File: config.mk
export PLATFORM = sky130hd
export DESIGN_NAME = hbridge_pwm_pair
export DESIGN_NICKNAME = d
export VERILOG_FILES = /design/src/rtl/hbp_pkg.sv /design/src/rtl/hbp_timebase.sv /design/src/rtl/hbp_duty_bank.sv /design/src/rtl/hbp_pin_steer.sv /design/src/rtl/hbridge_pwm_pair.sv
export SDC_FILE = /design/constraint.sdc
export NUM_CORES = 1
export LEC_CHECK = 0
export ABC_AREA = 1
export BUFFER_PORTS_ARGS = -buffer_cell sky130_fd_sc_hd__buf_2
export CORE_ASPECT_RATIO = 0.7
export CORE_UTILIZATION = 45
export CTS_CLUSTER_DIAMETER = 30
export CTS_CLUSTER_SIZE = 14
export DETAILED_ROUTE_END_ITERATION = 16
export MAX_ROUTING_LAYER = met4
export PLACE_DENSITY_LB_ADDON = 0.15
export REMOVE_ABC_BUFFERS = 1
export SYNTH_ARGS = -nofsm -noshare
export SYNTH_HDL_FRONTEND = slang
export SYNTH_HIERARCHICAL = 1
export SYNTH_SLANG_ARGS = --single-unit
export TNS_END_PERCENT = 30
File: constraint.sdc
create_clock -name clk -period 1.84 [get_ports clk]
set_clock_uncertainty 0.1 [all_clocks]
set_input_delay 0.46 -clock clk [delete_from_list [all_inputs] [get_ports clk]]
set_output_delay 0.46 -clock clk [all_outputs]
set_load 0.1 [all_outputs]
File: src/rtl/hbp_pkg.sv
// Shared types for the H-bridge PWM pair.
// Assumes: mode encoding is fixed by the register layout.
package hbp_pkg;
    typedef enum logic [1:0] {
        HB_OFF  = 2'd0,
        HB_HALF = 2'd1,
        HB_FULL = 2'd2,
        HB_DUAL = 2'd3
    } hb_mode_e;
endpackage

File: src/rtl/hbp_timebase.sv
// Free-running period counter shared by all channels.
// Assumes: the period is 2**W cycles; wrap flags the last count of a period.
module hbp_timebase #(
    parameter int W = 8
) (
    input  logic         clk,
    input  logic         rst_n,
    output logic [W-1:0] cnt_q,
    output logic         wrap
);
    localparam logic [W-1:0] CNT_MAX = {W{1'b1}};

    // Counts up every cycle and wraps naturally.
    always_ff @(posedge clk) begin
        if (!rst_n) cnt_q <= '0;
        else        cnt_q <= cnt_q + 1'b1;
    end

    // Marks the cycle after which a new period starts.
    assign wrap = (cnt_q == CNT_MAX);
endmodule

File: src/rtl/hbp_duty_bank.sv
// Shadow and active duty/sign registers for all channels.
// Writes land in the shadow copy; the active copy loads at a period
// boundary. Two dual-mode partners load only when both have pending writes.
// Assumes: NCH is even; partner of channel c is c^1.
module hbp_duty_bank
    import hbp_pkg::*;
#(
    parameter int NCH    = 2,
    parameter int DUTY_W = 8
) (
    input  logic                       clk,
    input  logic                       rst_n,
    input  logic                       wrap,
    input  logic [NCH-1:0]             wr_duty,
    input  logic [DUTY_W:0]            wr_val,
    input  logic [NCH-1:0][1:0]        mode_q,
    output logic [NCH-1:0][DUTY_W:0]   act_q
);
    logic [NCH-1:0][DUTY_W:0] shadow_q;
    logic [NCH-1:0]           pend_q;
    logic [NCH-1:0]           load;

    // Decides per channel whether the active copy loads at this boundary.
    always_comb begin
        for (int c = 0; c < NCH; c++) begin
            load[c] = wrap && pend_q[c] &&
                      ((mode_q[c] != HB_DUAL) || (mode_q[c ^ 1] != HB_DUAL) ||
                       pend_q[c ^ 1]);
        end
    end

    // Holds shadow, pending flag and active copy for every channel.
    always_ff @(posedge clk) begin
        if (!rst_n) begin
            shadow_q <= '0;
            pend_q   <= '0;
            act_q    <= '0;
        end else begin
            for (int c = 0; c < NCH; c++) begin
                if (wr_duty[c]) shadow_q[c] <= wr_val;
                if (load[c])    act_q[c]    <= shadow_q[c];
                if (wr_duty[c]) pend_q[c]   <= 1'b1;
                else if (load[c]) pend_q[c] <= 1'b0;
            end
        end
    end
endmodule

File: src/rtl/hbp_pin_steer.sv
// Output steering for one channel: compares the counter with the duty,
// then routes the waveform and the static level to the plus/minus pins.
// Assumes: released pins drive low with their enable low.
module hbp_pin_steer
    import hbp_pkg::*;
#(
    parameter int DUTY_W = 8
) (
    input  logic [1:0]        mode,
    input  logic              recirc,
    input  logic              sign,
    input  logic [DUTY_W-1:0] mag,
    input  logic [DUTY_W-1:0] cnt,
    output logic              pin_p,
    output logic              pin_m,
    output logic              oe_p,
    output logic              oe_m
);
    logic raw;
    logic wave;

    // Raw PWM and polarity-adjusted waveform.
    assign raw  = (cnt < mag);
    assign wave = raw ^ recirc;

    // Selects pin levels and enables from the mode.
    always_comb begin
        pin_p = 1'b0;
        pin_m = 1'b0;
        oe_p  = 1'b0;
        oe_m  = 1'b0;
        case (mode)
            HB_HALF: begin
                pin_p = raw;
                oe_p  = 1'b1;
            end
            HB_FULL, HB_DUAL: begin
                oe_p  = 1'b1;
                oe_m  = 1'b1;
                pin_p = sign ? recirc : wave;
                pin_m = sign ? wave : recirc;
            end
            default: ;
        endcase
    end
endmodule

File: src/rtl/hbridge_pwm_pair.sv
// H-bridge PWM channel pair(s): register write port, shared timebase,
// double-buffered duty bank and per-channel pin steering.
// Assumes: DUTY_W >= 2 so that control fields fit in wr_data.
module hbridge_pwm_pair
    import hbp_pkg::*;
#(
    parameter int NPAIR  = 1,
    parameter int DUTY_W = 8,
    localparam int NCH   = 2 * NPAIR,
    localparam int CH_AW = (NCH > 1) ? $clog2(NCH) : 1
) (
    input  logic            clk,
    input  logic            rst_n,
    input  logic            wr_en,
    input  logic [CH_AW:0]  wr_addr,
    input  logic [DUTY_W:0] wr_data,
    output logic [NCH-1:0]  pin_p,
    output logic [NCH-1:0]  pin_m,
    output logic [NCH-1:0]  oe_p,
    output logic [NCH-1:0]  oe_m
);
    logic [DUTY_W-1:0]        cnt_q;
    logic                     wrap;
    logic [NCH-1:0][1:0]      mode_q;
    logic [NCH-1:0]           recirc_q;
    logic [NCH-1:0]           wr_ctrl;
    logic [NCH-1:0]           wr_duty;
    logic [NCH-1:0][DUTY_W:0] act_q;

    // Decodes the write address into per-channel strobes.
    always_comb begin
        for (int c = 0; c < NCH; c++) begin
            wr_ctrl[c] = wr_en && !wr_addr[CH_AW] && (wr_addr[CH_AW-1:0] == c[CH_AW-1:0]);
            wr_duty[c] = wr_en &&  wr_addr[CH_AW] && (wr_addr[CH_AW-1:0] == c[CH_AW-1:0]);
        end
    end

    // Mode and recirculation registers, effective right after the write.
    always_ff @(posedge clk) begin
        if (!rst_n) begin
            mode_q   <= '0;
            recirc_q <= '0;
        end else begin
            for (int c = 0; c < NCH; c++) begin
                if (wr_ctrl[c]) begin
                    mode_q[c]   <= wr_data[1:0];
                    recirc_q[c] <= wr_data[2];
                end
            end
        end
    end

    hbp_timebase #(.W(DUTY_W)) u_tb (
        .clk   (clk),
        .rst_n (rst_n),
        .cnt_q (cnt_q),
        .wrap  (wrap)
    );

    hbp_duty_bank #(.NCH(NCH), .DUTY_W(DUTY_W)) u_bank (
        .clk     (clk),
        .rst_n   (rst_n),
        .wrap    (wrap),
        .wr_duty (wr_duty),
        .wr_val  (wr_data),
        .mode_q  (mode_q),
        .act_q   (act_q)
    );

    for (genvar c = 0; c < NCH; c++) begin : g_ch
        hbp_pin_steer #(.DUTY_W(DUTY_W)) u_steer (
            .mode   (mode_q[c]),
            .recirc (recirc_q[c]),
            .sign   (act_q[c][DUTY_W]),
            .mag    (act_q[c][DUTY_W-1:0]),
            .cnt    (cnt_q),
            .pin_p  (pin_p[c]),
            .pin_m  (pin_m[c]),
            .oe_p   (oe_p[c]),
            .oe_m   (oe_m[c])
        );
    end
endmodule

==> results.yml <==
power_and_ir_drop:
  seqPwrFrac_pct: 53.4
  peakVddDrop_v: 0.000343
  powerDensity_mw_per_mm2: 618
  p_switching_w: 0.000676
  pwr-share-comb_pct: 16.9
  switching_share_pct: 30.4
  leakage_nw: 1.49
  p_clk_share_pct: 29.7
  intPower_w: 0.00155
routing:
  wl_per_cell_um: 13.7
  vias: 2376
  viasPerCell: 4.85
  antenna_left: 0
  first_pass_iters: 4
  wl_um: 6700
  drc: 0
  first_iter_violations: 116
run:
  maxCapViolations: 0
grt:
  grt_pass1_wl_um: 10500
  grt_max_degree: 16
  antenna_found_initial: 0
  grt_overflow: 0
  grt_pass1_vias: 2111
  grtUsageTotal_pct: 22.5
hold_path:
  hp-class: "input port to flop"
critical_path:
  crit_fanout: 2
  cp.required_ns: 1.28
  slowest_stage: "dfxtp_2"
  slowest_delay_ns: 0.36
  cp_data_arrival_time_ns: 1.83
  critical_path_class: "flop to primary output"
  cpMostUsedCell: "nand3_2"
  setup.worst_path.end_class: "primary output"
  path_cells: "inv_2 -> ha_4 -> nand2_2 -> o21a_4 -> nand3_2 -> nand3_2 -> a21oi_2 -> buf_12"
  crit_path_start_kind: "flop"
clock_network:
  clkSlewWorstSetupHoldPaths_ns: 0.11
  cts_tree: "done"
  cts_root_buffer: "clkbuf_8"
  clock_sinks: 52
  cts_inserted_buffers: 5
  insertion_delay_ns: 0.31
  cts_max_level: 2
  clockBufferDepth: 2
logic_synthesis:
  synth-edff-count: 0
  synthTopCellsByArea: "dfxtp_1 (38%), nor2_1 (8.4%), a21oi_2 (7.4%)"
  yosysUniqueCellTypes: 26
  async_flop_share_pct: 0
  ys.flop_type: "dfxtp_1"
  synthCells: 363
  yosys_warnings: 6
  syn_avg_cell_area_um2: 7.53
  netlist_area_mm2: 0.00273
  synth_sequential_area_ratio_pct: 38.1
  synth_area_leader_cell: "dfxtp_1"
  synth_top_area_share_pct: 38.1
  synth-seq-cells: 52
cells_and_area:
  multi_input_area_mm2: 0.00170
  diodes: 0
  nets: 444
  drive_gt1_share_pct: 47.0
  final_core_util_pct: 62.2
  layout_commonest_cell: "nor2_1"
  num-fill-cells: 515
  seqCellArea_mm2: 0.00107
  final_cells: 490
  area_growth_pct: 31.6
  final_cell_mix: "nor2_1 (57), nand2_1 (40), inv_1 (37)"
placement:
  port_buffers: 21
  hpwl_um: 4710
  placed_cells: 478
  place.gp.congestion: 0.796
floorplanning:
  ios: 22
  initial_core_util_pct: 47.2
  fp.dieH_um: 67.2
  num_rows: 23
  die_width_um: 95.1
  dieArea_mm2: 0.00639
  core-area_mm2: 0.00578
timing:
  relSlewSlack_pct: 67.9
  setup_viol: 4
  hold_violations: 0
  slew_viol_final: 0
  fin_crit_ns: 2.39
  rsz0062_at_grt: "true"
  fmax_mhz: 419
  tightest_slew_ns: 0.484
  final.period_utilization_pct: 130
  fin_ws_ns: -0.549
status:
  status: "complete, but fails checks"
  violations: "setup timing"
worst paths after layout:
| kind | cells past startpoint | endpoint | from | slack (ns) |
|---|---|---|---|---|
| setup / recovery | 8 | pin_p[0] | u_bank/act_q[7] | -0.55 |
| hold / removal | 3 | u_bank/shadow_q[13] | wr_data[4] | 0.30 |
| setup reg to reg | 10 | u_bank/act_q[14] | u_tb/cnt_q[0] | 0.09 |
| hold reg to reg | 2 | u_bank/act_q[9] | u_bank/act_q[9] | 0.38 |
registers in the layout (all words and copies together), names as in the netlist:
register,cells
u_bank/act_q,18
u_bank/pend_q,2
u_bank/shadow_q,18
u_tb/cnt_q,8
recirc_q,2
mode_q,4
routing by layer:
layer	GRT usage (%)	wire [um]	vias up
met5	-	0	-
met4	5.49	49	0
met3	4.28	252	6
met2	30.9	2990	44
met1	33.3	3410	1082
li1	-	-	1244
worst max-delay path, delay by kind of cell, from the launching register on:
kind,cells,cell delay (ns)
compound gates,2,0.40
flops,1,0.36
fa+ha+maj,1,0.26
simple gates,3,0.26
buf+inv,2,0.24
power by group through the flow:
stage / clock (W) / sequential [W] / combinational (W)
2_1_floorplan: 0 / 0.00122 / 0.000196
3_3_place_gp: 0 / 0.00121 / 0.000325
3_5_place_dp: 0 / 0.00121 / 0.000329
4_1_cts: 0.000662 / 0.00119 / 0.000353
5_1_grt: 0.000714 / 0.00119 / 0.000410
6_report: 0.000660 / 0.00119 / 0.000377
layout make-up:
| class | count | share of cell area (%) |
|---|---|---|
| clock buffer | 5 | 1.91 |
| tap | 75 | 2.61 |
| clock inverter | 2 | 0.348 |
| inverter | 54 | 5.91 |
| multi-input combinational | 250 | 47.3 |
| sequential | 52 | 29.9 |
| timing repair buffer | 51 | 11.8 |
| timing repair inverter | 1 | 0.209 |
cell usage after synthesis (3+ instances only):
cell type / number
ha_1: 15
inv_2: 3
nor3_1: 3
nand3_2: 5
inv_1: 48
o21ai_0: 18
nand2_1: 50
nand3_1: 22
nand2_2: 27
nor2_1: 61
a21oi_2: 23
dfxtp_1: 52
a21oi_1: 12
nand2_4: 3
buf_2: 5
repair_timing:
action                                  4_1_cts  5_1_grt
gates cloned                                  1        1
hold buffers                                  0        0
endpoints found under the setup margin       22       24
pin swaps                                    29       14
buffers inserted                              2        1
resized for setup                            50       27
cells by family after synthesis:
family,synth area share (%)
buf+inv,8.97
compound gates,14.3
fa+ha+maj,6.87
simple gates,31.7
flops,38.1
per-stage QoR:
stage	hold slack (ns)	area [um^2]	power (W)	setup WS [ns]	TNS, ns
floorplan	0.345	2700	0.00142	-0.914	-5.71
global placement	0.364	3190	0.00154	-0.334	-1.18
detailed placement	0.365	3190	0.00154	-0.321	-1.28
CTS	0.306	3490	0.00220	-0.561	-2.12
global route	0.306	3600	0.00232	-0.629	-2.45
finish	0.302	3600	0.00222	-0.549	-2.09
Power figures use the tool's default switching activity.
